--- src/rtl/sstore_pkg.sv ---
`timescale 1ns/1ps
// Shared frame types for the sample store.
// Assumes a 16-bit control word whose top two bits give the frame kind.
package sstore_pkg;
    localparam int WORD_W = 16;
    localparam int TGT_W  = 14;

    typedef enum logic [1:0] {
        FK_SAMPLE = 2'b00,
        FK_REGWR  = 2'b01,
        FK_RSV_A  = 2'b10,
        FK_RSV_B  = 2'b11
    } fkind_e;

    typedef struct packed {
        fkind_e             kind;
        logic [TGT_W-1:0]   tgt;
        logic [WORD_W-1:0]  data;
    } frame_t;
endpackage

--- src/rtl/sstore_frame_asm.sv ---
`timescale 1ns/1ps
// Collects four link bytes into one frame (control high, control low,
// data high, data low). Assumes at most one byte per cycle; a sync byte
// restarts collection at the control high position.
module sstore_frame_asm
    import sstore_pkg::*;
(
    input  logic        clk,
    input  logic        rst_n,
    input  logic        byte_vld,
    input  logic [7:0]  byte_in,
    input  logic        byte_sync,
    output logic        frm_vld,
    output frame_t      frm
);
    logic [1:0] idx;
    logic [1:0] pos;
    logic [7:0] b0, b1, b2;

    // Slot that the present byte fills.
    assign pos = byte_sync ? 2'd0 : idx;

    // Byte collection and frame emission.
    always_ff @(posedge clk) begin
        if (!rst_n) begin
            idx     <= 2'd0;
            b0      <= '0;
            b1      <= '0;
            b2      <= '0;
            frm_vld <= 1'b0;
            frm     <= '0;
        end else begin
            frm_vld <= 1'b0;
            if (byte_vld) begin
                idx <= pos + 2'd1;
                case (pos)
                    2'd0: b0 <= byte_in;
                    2'd1: b1 <= byte_in;
                    2'd2: b2 <= byte_in;
                    default: begin
                        frm     <= frame_t'({b0, b1, b2, byte_in});
                        frm_vld <= 1'b1;
                    end
                endcase
            end
        end
    end


    frame_needs_byte_chk: assert property (@(posedge clk) disable iff (!rst_n)
        frm_vld |-> $past(byte_vld));
endmodule

--- src/rtl/sstore_sample_wr.sv ---
`timescale 1ns/1ps
// Turns sample frames into memory writes at {block, channel} and keeps
// the circular block index. Assumes CHANNELS is a power of two and
// NUM_BLOCKS is at least 2.
module sstore_sample_wr
    import sstore_pkg::*;
#(
    parameter int NUM_BLOCKS = 10000,
    parameter int CHANNELS   = 64,
    localparam int CH_W      = $clog2(CHANNELS),
    localparam int BLK_W     = $clog2(NUM_BLOCKS)
) (
    input  logic                  clk,
    input  logic                  rst_n,
    input  logic                  frm_vld,
    input  frame_t                frm,
    output logic                  mem_we,
    output logic [BLK_W+CH_W-1:0] mem_waddr,
    output logic [WORD_W-1:0]     mem_wdata,
    output logic [BLK_W-1:0]      blk_ptr,
    output logic                  blk_done
);
    logic            in_range;
    logic            take;
    logic            last_ch;
    logic [CH_W-1:0] ch;

    // Decode the frame: kind, channel range and last-channel marker.
    assign ch       = frm.tgt[CH_W-1:0];
    assign in_range = (frm.tgt[TGT_W-1:CH_W] == '0);
    assign take     = frm_vld && (frm.kind == FK_SAMPLE) && in_range;
    assign last_ch  = (ch == CH_W'(CHANNELS - 1));

    // Memory write issue and block index advance.
    always_ff @(posedge clk) begin
        if (!rst_n) begin
            mem_we    <= 1'b0;
            mem_waddr <= '0;
            mem_wdata <= '0;
            blk_ptr   <= '0;
            blk_done  <= 1'b0;
        end else begin
            mem_we   <= take;
            blk_done <= take && last_ch;
            if (take) begin
                mem_waddr <= {blk_ptr, ch};
                mem_wdata <= frm.data;
                if (last_ch)
                    blk_ptr <= (blk_ptr == BLK_W'(NUM_BLOCKS - 1)) ? '0 : blk_ptr + 1'b1;
            end
        end
    end


    write_follows_frame_chk: assert property (@(posedge clk) disable iff (!rst_n)
        mem_we |-> $past(frm_vld));

    ptr_moves_on_done_chk: assert property (@(posedge clk) disable iff (!rst_n)
        !$stable(blk_ptr) |-> blk_done);

    ptr_in_range_chk: assert property (@(posedge clk) disable iff (!rst_n)
        int'(blk_ptr) < NUM_BLOCKS);
endmodule

--- src/rtl/sstore_irq_coal.sv ---
`timescale 1ns/1ps
// Counts completed blocks and raises a level interrupt every THRESH of
// them; a host acknowledge clears it, and a raise in the same cycle wins.
// Assumes blk_done is a single-cycle pulse.
module sstore_irq_coal #(
    parameter int CNT_W       = 16,
    parameter int IRQ_DEFAULT = 16
) (
    input  logic             clk,
    input  logic             rst_n,
    input  logic             blk_done,
    input  logic             thr_we,
    input  logic [CNT_W-1:0] thr_wdata,
    input  logic             ack,
    output logic             irq
);
    logic [CNT_W-1:0] thr;
    logic [CNT_W-1:0] cnt;
    logic [CNT_W-1:0] thr_eff;
    logic             reach;

    // Zero threshold means every block.
    assign thr_eff = (thr == '0) ? CNT_W'(1) : thr;
    assign reach   = ((CNT_W+1)'(cnt) + 1'b1) >= (CNT_W+1)'(thr_eff);

    // Threshold register, block counter and interrupt level.
    always_ff @(posedge clk) begin
        if (!rst_n) begin
            thr <= CNT_W'(IRQ_DEFAULT);
            cnt <= '0;
            irq <= 1'b0;
        end else begin
            if (thr_we)
                thr <= thr_wdata;
            if (blk_done && reach) begin
                irq <= 1'b1;
                cnt <= '0;
            end else begin
                if (blk_done)
                    cnt <= cnt + 1'b1;
                if (ack)
                    irq <= 1'b0;
            end
        end
    end


    irq_rise_on_block_chk: assert property (@(posedge clk) disable iff (!rst_n)
        $rose(irq) |-> $past(blk_done));

    irq_fall_on_ack_chk: assert property (@(posedge clk) disable iff (!rst_n)
        $fell(irq) |-> $past(ack));
endmodule

--- src/rtl/sstore_reg_file.sv ---
`timescale 1ns/1ps
// Small register file written by register-write frames and read by the
// host without latency. Assumes NREGS is a power of two.
module sstore_reg_file
    import sstore_pkg::*;
#(
    parameter int NREGS = 8,
    localparam int RA_W = $clog2(NREGS)
) (
    input  logic              clk,
    input  logic              rst_n,
    input  logic              frm_vld,
    input  frame_t            frm,
    input  logic [RA_W-1:0]   raddr,
    output logic [WORD_W-1:0] rdata
);
    logic [WORD_W-1:0] regs [NREGS];
    logic              wr;

    // Accept only register frames aimed inside the file.
    assign wr = frm_vld && (frm.kind == FK_REGWR) && (frm.tgt[TGT_W-1:RA_W] == '0);

    // Per-entry update.
    always_ff @(posedge clk) begin
        for (int i = 0; i < NREGS; i++) begin
            if (!rst_n)
                regs[i] <= '0;
            else if (wr && (frm.tgt[RA_W-1:0] == RA_W'(i)))
                regs[i] <= frm.data;
        end
    end

    // Host read path.
    assign rdata = regs[raddr];


    reg_read_known_chk: assert property (@(posedge clk) disable iff (!rst_n)
        !$isunknown(rdata));
endmodule

--- src/rtl/sstore_top.sv ---
`timescale 1ns/1ps
// Channel-addressed circular sample store: link frames in, sample memory
// writes, block pointer, coalesced interrupt and a register file out.
// Assumes an external dual-port memory whose second port serves the host.
module sstore_top
    import sstore_pkg::*;
#(
    parameter int NUM_BLOCKS  = 10000,
    parameter int CHANNELS    = 64,
    parameter int NREGS       = 8,
    parameter int IRQ_DEFAULT = 16,
    localparam int BLK_W      = $clog2(NUM_BLOCKS),
    localparam int CH_W       = $clog2(CHANNELS),
    localparam int RA_W       = $clog2(NREGS)
) (
    input  logic                  clk,
    input  logic                  rst_n,
    input  logic                  lnk_vld,
    input  logic [7:0]            lnk_byte,
    input  logic                  lnk_sync,
    output logic                  mem_we,
    output logic [BLK_W+CH_W-1:0] mem_waddr,
    output logic [WORD_W-1:0]     mem_wdata,
    output logic [BLK_W-1:0]      blk_ptr,
    output logic                  irq,
    input  logic                  host_wr,
    input  logic                  host_wsel,
    input  logic [WORD_W-1:0]     host_wdata,
    input  logic [RA_W-1:0]       host_raddr,
    output logic [WORD_W-1:0]     host_rdata
);
    logic   frm_vld;
    frame_t frm;
    logic   blk_done;

    sstore_frame_asm u_asm (
        .clk       (clk),
        .rst_n     (rst_n),
        .byte_vld  (lnk_vld),
        .byte_in   (lnk_byte),
        .byte_sync (lnk_sync),
        .frm_vld   (frm_vld),
        .frm       (frm)
    );

    sstore_sample_wr #(
        .NUM_BLOCKS (NUM_BLOCKS),
        .CHANNELS   (CHANNELS)
    ) u_wr (
        .clk       (clk),
        .rst_n     (rst_n),
        .frm_vld   (frm_vld),
        .frm       (frm),
        .mem_we    (mem_we),
        .mem_waddr (mem_waddr),
        .mem_wdata (mem_wdata),
        .blk_ptr   (blk_ptr),
        .blk_done  (blk_done)
    );

    sstore_irq_coal #(
        .CNT_W       (WORD_W),
        .IRQ_DEFAULT (IRQ_DEFAULT)
    ) u_irq (
        .clk       (clk),
        .rst_n     (rst_n),
        .blk_done  (blk_done),
        .thr_we    (host_wr && !host_wsel),
        .thr_wdata (host_wdata),
        .ack       (host_wr && host_wsel),
        .irq       (irq)
    );

    sstore_reg_file #(
        .NREGS (NREGS)
    ) u_regs (
        .clk     (clk),
        .rst_n   (rst_n),
        .frm_vld (frm_vld),
        .frm     (frm),
        .raddr   (host_raddr),
        .rdata   (host_rdata)
    );
endmodule

--- config.mk ---
export PLATFORM = sky130hd
export DESIGN_NAME = sstore_top
export DESIGN_NICKNAME = d
export VERILOG_FILES = /design/src/rtl/sstore_pkg.sv /design/src/rtl/sstore_frame_asm.sv /design/src/rtl/sstore_sample_wr.sv /design/src/rtl/sstore_irq_coal.sv /design/src/rtl/sstore_reg_file.sv /design/src/rtl/sstore_top.sv
export SDC_FILE = /design/constraint.sdc
export NUM_CORES = 1
export LEC_CHECK = 0
export ABC_AREA = 0
export BUFFER_PORTS_ARGS = -buffer_cell sky130_fd_sc_hd__buf_2
export CORE_MARGIN = 2
export CORE_UTILIZATION = 60
export DETAILED_ROUTE_END_ITERATION = 16
export GPL_ROUTABILITY_DRIVEN = 0
export HOLD_SLACK_MARGIN = 0.08
export PLACE_DENSITY_LB_ADDON = 0.2
export SYNTH_ARGS = -nofsm -noshare
export SYNTH_HDL_FRONTEND = slang
export SYNTH_SLANG_ARGS = --single-unit
--- constraint.sdc ---
create_clock -name clk -period 3.6 [get_ports clk]
set_clock_uncertainty 0.1 [all_clocks]
set_input_delay 0.36 -clock clk [delete_from_list [all_inputs] [get_ports clk]]
set_output_delay 0.36 -clock clk [all_outputs]
set_load 0.005 [all_outputs]
==> results of run 1 <==
-- power groups by stage --
stage | sequential, mW | clock [mW] | combinational, mW
after CTS | 3.32 | 2.98 | 0.318
after detailed placement | 3.39 | 0 | 0.297
after global placement | 3.39 | 0 | 0.293
after floorplan | 3.38 | 0 | 0.194
final | 3.32 | 2.94 | 0.316
after global routing | 3.33 | 3.12 | 0.349
-- final cells by class --
| class | count | area (um2) | area share, % |
|---|---|---|---|
| clock inverters | 8 | 77.6 | 0.562 |
| well taps | 265 | 332 | 2.40 |
| multi-input cells | 755 | 4800 | 34.8 |
| clock buffers | 44 | 886 | 6.42 |
| repair buffers | 146 | 906 | 6.57 |
| flip-flops and latches | 272 | 6730 | 48.7 |
| inverters | 19 | 73.8 | 0.535 |
-- placed cells by master, fill, tap and decap left out, drive strengths merged, types with 14 or more instances in the layout --
cell type      n
inv           20
dlygate4sd3   24
xnor2         16
edfxtp       128
ha            22
dfxtp        144
nor2          31
buf          122
nand3         44
mux4          32
nor4          23
clkbuf        44
nor3          14
nand2        219
mux2          16
and2         130
a21oi        119
xor2          21
-- worst max-delay path, cell delays in order (launching register included) --
cell      delay (ns)
dfxtp_1         0.47
ha_1            0.25
and3_1          0.31
nand2_1         0.14
nor2_1          0.17
xor2_1          0.22
ha_1            0.28
a21oi_1         0.16
nor2_1          0.06
a211oi_1        0.27
o21ai_2         0.26
o31a_1          0.36
-- kinds of logic after synthesis --
kind of cell | count (synthesis) | synth area share (%)
xor gates and xnor gates | 37 | 2.73
DFF | 272 | 56.7
AOI/OAI and AO/OA | 144 | 6.41
buffers and inverters | 91 | 2.99
and+or+nand+nor | 502 | 21.1
muxes | 50 | 7.76
adders and majority gates | 22 | 2.32
-- routing by layer --
layer,up-vias,track usage (%)
met5,-,0
met4,0,7.56
met3,43,4.07
met2,236,43.3
met1,4041,35.1
li1,4117,-
-- through the flow --
step | hold WS (ns) | instances | setup WS, ns | cell area, um2 | util (%)
5_1_grt | 0.104 | 1509 | 0.109 | 13800 | 70.9
4_1_cts | 0.0927 | 1509 | 0.234 | 13800 | 70.9
2_1_floorplan | 0.332 | 1118 | 0.519 | 11900 | -
3_3_place_gp | 0.340 | 1433 | 0.350 | 12600 | 64.7
3_5_place_dp | 0.343 | 1433 | 0.273 | 12600 | 64.7
6_report | 0.121 | 1509 | 0.449 | 13800 | 70.9
-- Yosys cell counts (2+ instances only) --
cell,n
nand2_1,218
dfxtp_1,144
and2_1,130
edfxtp_1,128
a21oi_1,119
clkbuf_1,59
nand3_1,44
mux4_2,32
nor2_1,31
ha_1,22
xor2_1,21
nor4_1,20
inv_1,18
mux2_2,16
xnor2_1,16
nor3_1,14
nand4_1,12
o21ai_0,10
and3_1,6
buf_1,6
nand2b_1,6
buf_2,5
o31ai_1,4
a211oi_1,3
nor4_2,3
nor4b_1,3
or3_1,3
or4_1,3
buf_4,2
mux2i_1,2
nor2b_1,2
-- worst max path at each step --
stage	start	end	cells past startpoint
after detailed placement	u_irq.cnt[0]$_SDFFE_PP0P_	u_irq.cnt[7]$_SDFFE_PP0P_	9
after global routing	u_irq.cnt[0]$_SDFFE_PP0P_	u_irq.cnt[2]$_SDFFE_PP0P_	11
after CTS	u_irq.cnt[0]$_SDFFE_PP0P_	u_irq.cnt[5]$_SDFFE_PP0P_	9
final	u_irq.cnt[0]$_SDFFE_PP0P_	u_irq.irq$_SDFFE_PN0P_	11
after global placement	u_irq.cnt[0]$_SDFFE_PP0P_	u_irq.irq$_SDFFE_PN0P_	9
after floorplan	u_irq.cnt[0]$_SDFFE_PP0P_	u_irq.cnt[10]$_SDFFE_PP0P_	13
-- what timing repair did --
| item | 4_1_cts | 5_1_grt |
|---|---|---|
| hold buffers | 24 | 0 |
| endpoints found under the hold margin | 48 | 0 |
| setup endpoints to repair | 0 | 17 |
| gates resized for setup | 0 | 1 |
-- state kept, by name, indices dropped and copies added (netlist names) --
name	flops
u_irq.irq	1
u_asm.frm	32
u_wr.mem_waddr	20
u_asm.b0	8
u_asm.b2	8
u_asm.idx	2
u_irq.thr	16
u_asm.frm_vld	1
u_regs.regs	128
u_wr.blk_ptr	14
u_wr.mem_we	1
u_asm.b1	8
u_wr.blk_done	1
u_irq.cnt	16
u_wr.mem_wdata	16
==> key figures, run 1 <==
Critical path
  • Worst r2r src: u_irq.cnt[0]$_SDFFE_PP0P_
  • Worst-case reg-to-reg path depth: 11
  • Critical path class: register to register
  • Setup slack, reg-to-reg: 0.45 ns
  • Worst path arrival time: 3.48 ns
  • Critical Path Sink Type: register
  • Worst path required time: 3.93 ns
  • Crit start category: register
  • RR Endpoint: u_irq.irq$_SDFFE_PN0P_
  • CP max FO: 17

Global route
  • GRT Overall Usage: 25.9%
  • Initial antenna violation count: 0
  • First-pass GRT wire length: approximately 42000 um
  • Remaining Overflow, GRT: 0
  • Largest net degree at the start of global routing: 75
  • Number of global-route vias before repair: 8099

Detailed routing
  • Vias: 8437
  • Routed vias/inst: 5.59
  • Routed length on met3: 1450 um
  • Pre-antenna DRT Iters: 7
  • Wirelength per Cell: 17.4 um
  • Detailed-route wire length: 26300 um
  • Drt drc: 0
  • Max layer used: met4
  • Drt first-iter violations: about 580
  • Routed Antenna Nets: 0
  • Met2 wire len: 12800 um
  • Met1 wire length: around 11000 um

Placed design
  • Detail Placement HPWL: 16000 um
  • IO buf count: 100

Power and ir drop
  • Leak: around 5.2 nW
  • Clock group share of total power: between 40 and 50%
  • P_int: slightly above 5 mW
  • Post-layout power: 6.58 mW
  • Sw Pwr: 1.39 mW
  • Peak supply drop: 0.436 mV
  • Switching Fraction: 21.1%
  • Combinational share of power: ~4.8%
  • Sequential share of power: approximately 50%
  • Cell Pwr Density: 477 mW/mm2

Yosys
  • Top FF cell, synth: dfxtp_1
  • Post-Syn Area: ~0.012 mm2
  • Post-synth top area cell: edfxtp_1
  • Synth Net Count: 1173
  • Ys async rst share: 0%
  • Avg Cell Area, Syn: 10.6 um2
  • Cells after Synth: about 1100
  • Distinct cell type count after synthesis: 47
  • Yosys warns: 0
  • Register area share after synthesis: between 50% and 60%
  • Synth area leaders: edfxtp_1 32%, dfxtp_1 24%, nand2_1 6.9%
  • Number of synthesized flops with an enable pin: 128
  • Post-synth top area share: 32.4%
  • Number of synthesized register bits: 272

Timing
  • Worst-Margin Slew: about 1.1 ns
  • Min cycle time layout: ~3.2 ns
  • Endpoints failing setup: 0
  • TNS Setup: 0 ns
  • Unrepaired setup endpoints after global routing: false
  • Crit share post-route: a little under 90%
  • F_max: 317 MHz
  • Relative slew slack: 29.0%
  • Max-slew violations: 0
  • Final hold violations: 0

Die
  • Die height: 145 um
  • Die X-Extent: 145 um
  • Initial core utilization: around three fifths
  • Top-Level Pins: 101
  • Core area: 0.0195 mm2
  • Rows: 51
  • Die area: approximately 0.021 mm2

Run
  • Max Cap Violations: 0

CTS
  • H-tree depth: 1
  • Clk_lat worst skew: 0.55 ns
  • CTS tree: done
  • Setup repair bufs after CTS: 0
  • Sink Count: 272
  • Worst-path clk slew: ~0.06 ns
  • CTS Root Cell: clkbuf_16
  • Num CTS Buffers: 28
  • Clock Tree Buf Depth: 3

Layout
  • FILL cells: 1428
  • Synthesis-to-layout area growth: 16.3%
  • Final nets: 1277
  • N_diodes: 0
  • Share of cells above drive strength 1: between 10% and 20%

Outcome
  • Status: finished, final reports clean

Min path
  • Hold crit path type: primary input to register
  • Worst Hold Depth: 2
  • Hold endpoint: u_irq.thr[4]$_SDFFE_PN1P_
  • Hold_sp: rst_n
No activity file was read; power rests on OpenSTA's default activity.
==> run 2: changes to the inputs <==
CORE_ASPECT_RATIO = 0.9   (was not set)
RECOVER_POWER = 50   (was not set)
==> key figures, run 2 (same netlist as run 1, synthesis figures left out) <==
Outcome
  • Status: finished, violations left (was finished, final reports clean)
  • Violated checks: capacitance limit, slew limit

Placed design
  • Detail Placement HPWL: 16500 um (was 16000 um)
  • Placement Setup Slack: 0.273 ns (about the same)
  • Placed cell count: 1420 (was 1433)
  • IO buf count: 100 (unchanged)

CTS
  • Num CTS Buffers: 27 (was 28)
  • H-tree depth: 1 (unchanged)
  • CTS tree: done (unchanged)
  • Sink Count: 272 (unchanged)
  • Setup repair bufs after CTS: 0 (unchanged)
  • Clock Tree Buf Depth: 3 (unchanged)
  • CTS Root Cell: clkbuf_16 (unchanged)
  • Worst-path clk slew: 0.06 ns (about the same)
  • Clk_lat worst skew: 0.52 ns (was 0.55 ns)

Min path
  • Hold crit path type: primary input to register (unchanged)
  • Hold_sp: rst_n (unchanged)

Global route
  • Largest net degree at the start of global routing: 89 (was 75)
  • Initial antenna violation count: 0 (unchanged)
  • Number of global-route vias before repair: 8218 (was 8099)
  • GRT Overall Usage: 25.9% (about the same)
  • First-pass GRT wire length: 43000 um (was 41900 um)
  • Remaining Overflow, GRT: 0 (unchanged)

Timing
  • Crit share post-route: 90.8% (was 87.5%)
  • Final hold violations: 0 (unchanged)
  • Setup WS post-layout: 0.333 ns (was 0.449 ns)
  • Endpoints failing setup: 0 (unchanged)
  • TNS Setup: 0 ns (unchanged)
  • Worst-Margin Slew: 2.06 ns (was 1.06 ns)
  • Relative slew slack: -37.4% (was 29.0%)
  • Unrepaired setup endpoints after global routing: false (unchanged)
  • Max-slew violations: 44 (was 0)
  • F_max: 306 MHz (was 317 MHz)
  • Min cycle time layout: 3.27 ns (was 3.15 ns)

Detailed routing
  • Drt first-iter violations: 492 (was 577)
  • Detailed-route wire length: 27200 um (was 26300 um)
  • Routed Antenna Nets: 0 (unchanged)
  • Pre-antenna DRT Iters: 5 (was 7)
  • Routed vias/inst: 5.72 (was 5.59)
  • Wirelength per Cell: 18.2 um (was 17.4 um)
  • Drt drc: 0 (unchanged)
  • Vias: 8535 (was 8437)

Power and ir drop
  • Clock group share of total power: 42.1% (was 44.7%)
  • Peak supply drop: 0.392 mV (was 0.436 mV)
  • Switching Fraction: 21.2% (was 21.1%)
  • Sw Pwr: 1.33 mW (was 1.39 mW)
  • Leak: 4.88 nW (was 5.20 nW)
  • Cell Pwr Density: 464 mW/mm2 (was 477 mW/mm2)
  • P_int: 4.97 mW (was 5.20 mW)
  • Sequential share of power: 52.8% (was 50.5%)
  • Combinational share of power: 5.1% (was 4.8%)

Die
  • Die area: 0.0209 mm2 (about the same)
  • Top-Level Pins: 101 (unchanged)
  • Die height: 137 um (was 145 um)
  • Die X-Extent: 152 um (was 145 um)
  • Core area: 0.0193 mm2 (was 0.0195 mm2)
  • Initial core utilization: 61.5% (was 61.0%)
  • Rows: 48 (was 51)

Layout
  • Commonest non-fill, non-tap cell in the layout: nand2_1 (unchanged)
  • Register name with the most flops: u_regs.regs (unchanged)
  • Largest register FFs: 128 (unchanged)
  • Share of cells above drive strength 1: 13.7% (was 18.6%)
  • Commonest cells after routing, fill and taps aside: 218 x nand2_1, 144 x dfxtp_1, 128 x edfxtp_1 (was 218 x nand2_1, 144 x dfxtp_1, 130 x and2_1)
  • Fin cells: 1493 (was 1509)
  • Synthesis-to-layout area growth: 14.4% (was 16.3%)
  • Largest regs: u_regs.regs x128, u_asm.frm x32, u_wr.mem_waddr x20 (unchanged)
  • N_diodes: 0 (unchanged)
  • Final nets: 1278 (was 1277)

Run
  • Max Cap Violations: 1 (was 0)

Critical path
  • Crit. Startpoint: u_asm.frm[26]$_SDFFE_PN0P_ (was u_irq.cnt[0]$_SDFFE_PP0P_)
  • Worst r2r src: u_asm.frm[26]$_SDFFE_PN0P_ (was u_irq.cnt[0]$_SDFFE_PP0P_)
  • Worst path arrival time: 3.61 ns (was 3.48 ns)
  • Setup slack, reg-to-reg: 0.33 ns (was 0.45 ns)
  • Critical path class: register to register (unchanged)
  • Critical Path Sink Type: register (unchanged)
  • CP max FO: 43 (was 17)
  • Worst path required time: 3.94 ns (was 3.93 ns)
  • Crit start category: register (unchanged)
==> run 2: final timing paths <==
| path | endpoint | cells after the start |
|---|---|---|
| max | u_wr.blk_ptr[12]$_SDFFE_PN0P_ | 6 |
| min reg2reg | u_asm.frm[17]$_SDFFE_PN0P_ | 2 |
| min | u_irq.thr[4]$_SDFFE_PN1P_ | 2 |
| max reg2reg | u_wr.blk_ptr[12]$_SDFFE_PN0P_ | 6 |
==> run 2: power by group through the flow <==
stage / combinational [mW] / clock, mW / sequential [mW]
3_5_place_dp: 0.298 / 0 / 3.39
4_1_cts: 0.321 / 2.69 / 3.33
6_report: 0.318 / 2.65 / 3.33
2_1_floorplan: 0.194 / 0 / 3.38
5_1_grt: 0.348 / 2.81 / 3.33
3_3_place_gp: 0.293 / 0 / 3.39
==> run 2: cell type report <==
cell class | instances | area, um2
repair buffers | 148 | 840
fillers | 1439 | 5710
clock buffers | 39 | 761
inverters | 19 | 73.8
clock inverters | 10 | 67.6
well taps | 250 | 313
multi-input cells | 755 | 4790
flip-flops and latches | 272 | 6730
==> run 2: timing repair <==
action / CTS / global route
setup endpoints to repair: 0 / 17
hold buffers: 24 / 0
gates resized for setup: 0 / 1
hold endpoints to repair: 48 / 0
==> run 2: critical path, cell delays in order (launching register included) <==
cell	delay [ns]
dfxtp_1	0.31
nor4b_1	0.48
nand4b_1	0.14
clkbuf_1	0.80
or4_4	0.86
or3_1	0.32
a21oi_1	0.14
==> run 2: metrics by stage <==
| step | power (mW) | hold slack, ns | cell area (um2) | utilization (%) |
|---|---|---|---|---|
| final | 6.30 | 0.130 | 13600 | 70.4 |
| after global routing | 6.49 | 0.120 | 13600 | 70.4 |
| after CTS | 6.33 | 0.106 | 13700 | 70.8 |
| after detailed placement | 3.69 | 0.343 | 12600 | 65.3 |
| after global placement | 3.68 | 0.341 | 12600 | 65.3 |
| after floorplan | 3.58 | 0.332 | 11900 | - |
==> run 2: routing by layer <==
layer / GRT usage, % / share of wire (%) / vias up
met5: 0 / 0 / -
met4: 7.22 / 2.0 / 0
met3: 3.49 / 5.1 / 42
met2: 44.4 / 49 / 250
met1: 35.0 / 44 / 4132
li1: - / - / 4111
